File: src/rtl/tfp_pkg.sv
package tfp_pkg;
  // Register address map; the counter words follow RATIO_IDX in order.
  localparam int CTRL_IDX  = 0;
  localparam int RATIO_IDX = 1;
  localparam int CNT_BASE  = 2;

  // Stored control fields
  typedef struct packed {
    logic step_two;
    logic src_alt;
  } tfp_ctrl_t;
endpackage

File: src/rtl/tfp_regs.sv
module tfp_regs
  import tfp_pkg::*;
#(
  parameter int DATA_W    = 32,
  parameter int ADDR_W    = 2,
  parameter int SRC_BIT   = 8,
  parameter int STEP_BIT  = 9,
  parameter logic [DATA_W-1:0] RATIO_RST = 32'h8000_0000
) (
  input  logic              clk,
  input  logic              rst_n,
  input  logic              wr_en,
  input  logic [ADDR_W-1:0] wr_addr,
  input  logic [DATA_W-1:0] wr_data,
  output tfp_ctrl_t         ctrl_q,
  output logic [DATA_W-1:0] ratio_q,
  output logic              ratio_wr
);
  logic ctrl_wr;

  assign ctrl_wr  = wr_en && (wr_addr == ADDR_W'(CTRL_IDX));
  assign ratio_wr = wr_en && (wr_addr == ADDR_W'(RATIO_IDX));

  always_ff @(posedge clk or negedge rst_n) begin
    if (!rst_n) begin
      ctrl_q <= '0;
    end else if (ctrl_wr) begin
      ctrl_q.src_alt  <= wr_data[SRC_BIT];
      ctrl_q.step_two <= wr_data[STEP_BIT];
    end
  end

  always_ff @(posedge clk or negedge rst_n) begin
    if (!rst_n) begin
      ratio_q <= RATIO_RST;
    end else if (ratio_wr) begin
      ratio_q <= wr_data;
    end
  end
endmodule

File: src/rtl/tfp_phase_acc.sv
module tfp_phase_acc #(
  parameter int ACC_W = 32
) (
  input  logic             clk,
  input  logic             rst_n,
  input  logic             clear,
  input  logic             adv,
  input  logic [ACC_W-1:0] ratio,
  output logic [ACC_W-1:0] eff_ratio,
  output logic [ACC_W-1:0] acc_q,
  output logic             carry
);
  localparam logic [ACC_W-1:0] UNITY = {1'b1, {(ACC_W-1){1'b0}}};

  // Limit the ratio to one whole unit per input pulse.
  function automatic logic [ACC_W-1:0] clamp_ratio(input logic [ACC_W-1:0] r);
    return (r > UNITY) ? UNITY : r;
  endfunction

  // Widened sum, so that the carry out of the top bit is kept
  function automatic logic [ACC_W:0] phase_sum(input logic [ACC_W-1:0] a,
                                               input logic [ACC_W-1:0] b);
    return {1'b0, a} + {1'b0, b};
  endfunction

  logic [ACC_W:0]   sum;
  logic             whole;
  logic [ACC_W-1:0] acc_d;

  assign eff_ratio = clamp_ratio(ratio);
  assign sum       = phase_sum(acc_q, eff_ratio);
  assign whole     = (sum >= {1'b0, UNITY});
  assign carry     = adv && !clear && whole;

  always_comb begin
    acc_d = acc_q;
    if (clear) begin
      acc_d = '0;
    end else if (adv) begin
      acc_d = whole ? ACC_W'(sum - {1'b0, UNITY}) : sum[ACC_W-1:0];
    end
  end

  always_ff @(posedge clk or negedge rst_n) begin
    if (!rst_n) acc_q <= '0;
    else        acc_q <= acc_d;
  end
endmodule

File: src/rtl/tfp_counter.sv
module tfp_counter #(
  parameter int CNT_W = 64
) (
  input  logic             clk,
  input  logic             rst_n,
  input  logic             adv,
  input  logic             step_two,
  output logic [CNT_W-1:0] count_q,
  output logic             tick_q
);
  function automatic logic [CNT_W-1:0] step_amount(input logic two);
    return two ? CNT_W'(2) : CNT_W'(1);
  endfunction

  always_ff @(posedge clk or negedge rst_n) begin
    if (!rst_n) begin
      count_q <= '0;
      tick_q  <= 1'b0;
    end else begin
      tick_q <= adv;
      if (adv) count_q <= count_q + step_amount(step_two);
    end
  end
endmodule

File: src/rtl/frac_tick_prescaler.sv
module frac_tick_prescaler
  import tfp_pkg::*;
#(
  parameter int CNT_W    = 64,
  parameter int DATA_W   = 32,
  parameter int ADDR_W   = 2,
  parameter int SRC_BIT  = 8,
  parameter int STEP_BIT = 9
) (
  input  logic              clk,
  input  logic              rst_n,
  input  logic              xtal_en,
  input  logic              alt_en,
  input  logic              wr_en,
  input  logic [ADDR_W-1:0] wr_addr,
  input  logic [DATA_W-1:0] wr_data,
  input  logic [ADDR_W-1:0] rd_addr,
  output logic [DATA_W-1:0] rd_data,
  output logic [CNT_W-1:0]  count_o,
  output logic              tick_o
);
  localparam int NWORDS = CNT_W / DATA_W;
  localparam logic [DATA_W-1:0] UNITY = {1'b1, {(DATA_W-1){1'b0}}};

  tfp_ctrl_t         ctrl_q;
  logic [DATA_W-1:0] ratio_q;
  logic              ratio_wr;
  logic              sel_en;
  logic [DATA_W-1:0] eff_ratio;
  logic [DATA_W-1:0] acc_q;
  logic              tick_event;
  logic              step_two;
  logic [DATA_W-1:0] ctrl_word;
  logic [DATA_W-1:0] cnt_word [NWORDS];

  tfp_regs #(
    .DATA_W(DATA_W), .ADDR_W(ADDR_W), .SRC_BIT(SRC_BIT),
    .STEP_BIT(STEP_BIT), .RATIO_RST(UNITY)
  ) i_regs (
    .clk(clk), .rst_n(rst_n), .wr_en(wr_en), .wr_addr(wr_addr),
    .wr_data(wr_data), .ctrl_q(ctrl_q), .ratio_q(ratio_q), .ratio_wr(ratio_wr)
  );

  assign sel_en   = ctrl_q.src_alt ? alt_en : xtal_en;
  assign step_two = ctrl_q.step_two;

  tfp_phase_acc #(.ACC_W(DATA_W)) i_acc (
    .clk(clk), .rst_n(rst_n), .clear(ratio_wr), .adv(sel_en),
    .ratio(ratio_q), .eff_ratio(eff_ratio), .acc_q(acc_q), .carry(tick_event)
  );

  tfp_counter #(.CNT_W(CNT_W)) i_cnt (
    .clk(clk), .rst_n(rst_n), .adv(tick_event), .step_two(step_two),
    .count_q(count_o), .tick_q(tick_o)
  );

  for (genvar w = 0; w < NWORDS; w++) begin : g_word
    assign cnt_word[w] = count_o[w*DATA_W +: DATA_W];
  end

  always_comb begin
    ctrl_word           = '0;
    ctrl_word[SRC_BIT]  = ctrl_q.src_alt;
    ctrl_word[STEP_BIT] = ctrl_q.step_two;
  end

  always_comb begin
    rd_data = '0;
    if (rd_addr == ADDR_W'(CTRL_IDX)) begin
      rd_data = ctrl_word;
    end else if (rd_addr == ADDR_W'(RATIO_IDX)) begin
      rd_data = ratio_q;
    end else begin
      for (int w = 0; w < NWORDS; w++) begin
        if (rd_addr == ADDR_W'(CNT_BASE + w)) rd_data = cnt_word[w];
      end
    end
  end
endmodule

File: config.mk
export PLATFORM = sky130hd
export DESIGN_NAME = frac_tick_prescaler
export DESIGN_NICKNAME = d
export VERILOG_FILES = /design/src/rtl/tfp_pkg.sv /design/src/rtl/tfp_regs.sv /design/src/rtl/tfp_phase_acc.sv /design/src/rtl/tfp_counter.sv /design/src/rtl/frac_tick_prescaler.sv
export SDC_FILE = /design/constraint.sdc
export NUM_CORES = 1
export LEC_CHECK = 0
export BUFFER_PORTS_ARGS = -buffer_cell sky130_fd_sc_hd__buf_2
export CELL_PAD_IN_SITES_DETAIL_PLACEMENT = 1
export CELL_PAD_IN_SITES_GLOBAL_PLACEMENT = 2
export CORE_ASPECT_RATIO = 0.6
export CORE_MARGIN = 4
export CORE_UTILIZATION = 35
export DETAILED_ROUTE_END_ITERATION = 16
export GPL_TIMING_DRIVEN = 0
export PLACE_DENSITY = 0.76
export SLEW_MARGIN = 20
export SYNTH_ARGS = -nofsm -noshare
export SYNTH_HDL_FRONTEND = slang
export SYNTH_SLANG_ARGS = --single-unit
File: constraint.sdc
create_clock -name clk -period 4.6 [get_ports clk]
set_input_delay 0.46 -clock clk [delete_from_list [all_inputs] [get_ports clk]]
set_output_delay 0.46 -clock clk [all_outputs]
set_load 0.01 [all_outputs]
[Yosys cells after proc, flatten, opt, wreduce, memory -nomap -nowiden]
Cells that the tools add are included.
Widths: inputs -> output; s select.
Cells by class
  add/subtract/negate cells: 3
  muxes and demuxes: 10
  order comparisons: 2
  reductions and logical operators: 8
  equality and inequality tests: 4
Operators with widths (count)
  $mux 32: 8
  $add 64x64->64: 1
  $add 32x32->33: 1
  $ge 33x32->1 const B: 1
  $gt 32x32->1 const B: 1
  $sub 32x32->32 const B: 1
  $eq 2x1->1 const B: 2
  $eq 2x2->1 const B: 2
  $logic_and 1x1->1: 4
  $logic_not 2->1: 2
  $mux 2: 1
  $reduce_bool 2->1: 1
  $logic_not 1->1: 1
  $mux 1: 1
Storage, ports and cells
  register bits: 131
  output and inout port bits: 97

[Depth between registers and ports, before layout]
  depth in word-level cells: 7
  mapped depth: 18
  depth with buffers taken out: 15

[Modules after synthesis]
A second synthesis with hierarchy kept.
Unflattened totals
  cells, all modules: 861
  area, all modules: 8763.4 µm²
Modules (own cells, without submodules)
  tfp_phase_acc: cells each 409, area an instance 3253.1 µm², instances 1
  tfp_counter: cells each 303, area an instance 3238.1 µm², instances 1
  tfp_regs: cells each 74, area an instance 1408.9 µm², instances 1
  frac_tick_prescaler: cells each 75, area an instance 863.3 µm², instances 1

[Worst setup path after synthesis]
OpenSTA, ideal clock, no wires.
  path type: reg-to-reg
  start point: reg i_regs.ratio_q[31]
  end point: reg i_cnt.count_q[52]
  arrival time: 3.791 ns
  data required time: 4.462 ns
  period minus slack after synthesis: 3.929 ns
  path slack: 0.671 ns
  cell stages (with the launch flop): 17
  path through: dfstp_2 o21ai_0 clkbuf_1 clkbuf_1 and2_1 ha_1 fa_1 a21oi_2 o22ai_1 o311ai_2 o21ai_1 a31oi_2 o2111ai_2 a311oi_4 buf_4 nor4_1 xor2_1
On the way
  cells in the longest elaborated chain, start to end: 5
Ends and longest elaborated chain
  from (decl): line tfp_regs.sv:16  | output logic [DATA_W-1:0] ratio_q,
  from (signal assigned): line tfp_regs.sv:37  | ratio_q <= wr_data;
  $gt 32x32->1: line tfp_phase_acc.sv:17  | return (r > UNITY) ? UNITY : r;
  $mux 32 (*): line tfp_phase_acc.sv:17
  $add 32x32->33 (*): line tfp_phase_acc.sv:23  | return {1'b0, a} + {1'b0, b};
  $ge 33x32->1 (*): line tfp_phase_acc.sv:32  | assign whole = (sum >= {1'b0, UNITY});
  $logic_and 1x1->1 (*): line tfp_phase_acc.sv:33  | assign carry = adv && !clear && whole;
  to (signal assigned): line tfp_counter.sv:21  | if (adv) count_q <= count_q + step_amount(step_two);
  to (decl): line tfp_counter.sv:8  | output logic [CNT_W-1:0] count_q,
Every way passes the cells marked *; elsewhere a longest branch is shown, timed or not.
A chain may end at the register's enable or synchronous reset.

[Worst setup path after layout]
  start point: reg i_regs.ratio_q[6]
  end point: reg i_cnt.count_q[22]
Same word-level chain as after synthesis.

==> flow_metrics.env <==
export IMPL_core_um2=24200
export IMPL_vias=7816
export IMPL_globalRouteTotalUtil=0.233
export IMPL_dieArea_um2=27200
export IMPL_syn_avg_cell_area_um2=9.32
export IMPL_pwr_share_comb=0.419
export IMPL_final_nets=1159
export IMPL_drt_iter0_markers=484
export IMPL_route_detailed_wl_per_inst_um=22.5
export IMPL_die_x_um=210
export IMPL_die_h_um=129
export IMPL_setup_viol=0
export IMPL_finish_utilization=0.448
export IMPL_finalHoldWorstSlack_ns=0.204
export IMPL_pin_count=138
export IMPL_required_ns=4.91
export IMPL_hp_class="in2reg"
export IMPL_ys_ff_latch=131
export IMPL_p_per_area_nw_per_um2=491
export IMPL_layout_drive_gt1_share=0.277
export IMPL_async_flop_share=1.00
export IMPL_fin_worst_skew_ns=0.00864
export IMPL_cp_slowest_stage_delay_ns=0.45
export IMPL_grt_pass1_wl_um=48500
export IMPL_cts_root_buf="clkbuf_16"
export IMPL_cts_buffer_depth=2
export IMPL_dpl_cell_area_um2=9710
export IMPL_critPathSlowestCell="dfrtp_2"
export IMPL_syn2layout_area_growth_pct=25.9
export IMPL_end_kind="flop"
export IMPL_p_switching_mw=2.19
export IMPL_hold_violations=0
export IMPL_layout_commonest_cell="nand2_1"
export IMPL_drt_drc_violations_left=0
export IMPL_yosysWarnings=0
export IMPL_gp_congestion=0.855
export IMPL_syn_inst=922
export IMPL_hpwl_um=24100
export IMPL_cts_buffers=17
export IMPL_cp_top_family="compound AO/OA/AOI/OAI gates"
export IMPL_rsz0062_at_grt="true"
export IMPL_synth_main_ff_cell="dfrtp_1"
export IMPL_synth_edf_count=0
export IMPL_drv_cap=0
export IMPL_ant_nets=0
export IMPL_seq_area_frac_synth=0.382
export IMPL_status="finished clean"
export IMPL_syn_area_um2=8600
export IMPL_p_int_mw=3.13
export IMPL_crit_buf_inv=4
export IMPL_seqPwrFrac=0.302
export IMPL_fin_crit_sh=0.965
export IMPL_min_period_ns=4.44
export IMPL_final_area_um2=10800
export IMPL_switching_share=0.411
export IMPL_startpoint_type="flop"
export IMPL_arrival_ns=4.75
export IMPL_clockPowerShare=0.279
export IMPL_fmax_ghz=0.225
export IMPL_clk_pin_slew_worst_paths_ns=0.06
export IMPL_ys_types=76
export IMPL_clkSinkCount=131
export IMPL_drt_pass1_iter_count=5
export IMPL_drt_total_wl_um=31900
export IMPL_final_cell_mix="181 x nand2_1, 139 x buf_2, 124 x dfrtp_1"
export IMPL_relSlewSlack=0.235
export IMPL_port_buffer_count=135
export IMPL_peakVddDrop_uv=250
export IMPL_crit_chain="nor4_4 > nand4_1 > o21ai_2 > buf_4 > and2_1 > ha_1 > buf_2 > a21oi_4 > nand2_1 > o311ai_4 > o21ai_4 > a31oi_4 > o2111ai_4 > a311oi_4 > buf_12 > buf_6 > nor4_2 > xor2_1"
export IMPL_first_global_vias=7796
export IMPL_grt_overflow_total=0
export IMPL_syn_nets=999
export IMPL_cts_max_level=4
export IMPL_vias_per_cell=5.51
export IMPL_leakagePower_nw=5.14
export IMPL_cts_tree="yes"
export IMPL_fp_row_count=44
export IMPL_tns_ns=0
export IMPL_worstMarginPinSlew_ns=1.15
export IMPL_finalMaxSlewViolations=0
export IMPL_crit_type="reg2reg"
export IMPL_clock_latency_ns=0.45
export IMPL_path_max_fanout=10
export IMPL_start_util=0.356
export IMPL_grt_max_degree=89
export IMPL_antenna_found_initial=2
[stage by stage]
stage | worst slack (ns) | instances | power [mW]
6_report | 0.160 | 1419 | 5.31
3_5_place_dp | -0.967 | 1380 | 3.61
4_1_cts | -0.00578 | 1415 | 5.21
2_1_floorplan | 0.671 | 922 | 2.93
3_3_place_gp | -0.943 | 1379 | 3.58
5_1_grt | -0.0191 | 1419 | 5.63
[logic make-up after synthesis]
family	count (synthesis)	synth area share
and+or+nand+nor	404	0.260
AOI/OAI and AO/OA	156	0.125
DFF	131	0.382
xor gates and xnor gates	87	0.0886
buffers and inverters	71	0.0394
muxes	37	0.0508
adders and majority gates	36	0.0541
[registers in the layout, summed over array words and instances (netlist names)]
register,count
i_cnt.tick_q,1
i_cnt.count_q,64
i_regs.ctrl_q,2
i_acc.acc_q,32
i_regs.ratio_q,32
[cells in the mapped netlist, drive strengths merged, types with 19 or more instances]
master / count / area [µm²]
nor2: 24 / 92.6
mux2: 33 / 372
a21oi: 51 / 263
nor4: 39 / 353
xor2: 59 / 517
inv: 21 / 78.8
nand3: 20 / 100
ha: 34 / 425
clkbuf: 31 / 118
dfrtp: 130 / 3250
nand4: 21 / 183
buf: 19 / 143
and2: 37 / 233
o21ai: 26 / 130
xnor2: 28 / 245
nand2: 181 / 679
a22o: 31 / 273
nor3: 28 / 145
[worst paths after layout]
kind                                       to  slack (ns)               from  depth (start not counted)
max                         i_cnt.count_q[22]        0.16  i_regs.ratio_q[6]                         18
min                        i_regs.ratio_q[16]        0.20        wr_data[16]                          3
max reg2reg                 i_cnt.count_q[22]        0.16  i_regs.ratio_q[6]                         18
min reg2reg                   i_acc.acc_q[14]        0.51    i_acc.acc_q[14]                          2
max in group asynchronous  i_regs.ratio_q[23]        3.27              rst_n                          3
min in group asynchronous      i_acc.acc_q[8]        0.50              rst_n                          2
[worst min-delay path, cell delays in order]
cell and delay [ns]:
buf_2 0.07, nand2_1 0.04, nand2_1 0.04
[final cells by class]
class	count	area, µm²
clock inverters	9	153
multi-input cells	720	5370
inverters	21	78.8
fillers	2826	13400
repair buffers	142	773
plain buffers	49	279
diodes	2	5.00
well taps	322	403
clock buffers	23	468
flip-flops and latches	131	3290
[what timing repair did]
| item | 4_1_cts | 5_1_grt |
|---|---|---|
| endpoints found under the hold margin | 43 | 0 |
| hold buffers | 1 | 0 |
| endpoints found under the setup margin | 74 | 65 |
| pin swaps | 3 | 8 |
| buffers inserted | 3 | 2 |
| resized for setup | 32 | 47 |
[power groups by stage]
stage / clock network (mW) / registers [mW] / logic, mW
floorplan: 0 / 1.54 / 1.40
global placement: 0 / 1.61 / 1.97
detailed placement: 0 / 1.61 / 2.00
CTS: 1.51 / 1.60 / 2.11
global route: 1.55 / 1.63 / 2.44
finish: 1.48 / 1.60 / 2.23
[routing by layer]
layer / GRT usage / part of all wire / vias up
met3: 0.0549 / 0.053 / 19
met5: 0 / 0 / -
li1: - / - / 3614
met4: 0.0548 / 0.0096 / 0
met1: 0.371 / 0.53 / 4004
met2: 0.315 / 0.41 / 179
No activity file was read; power rests on OpenSTA's default activity.
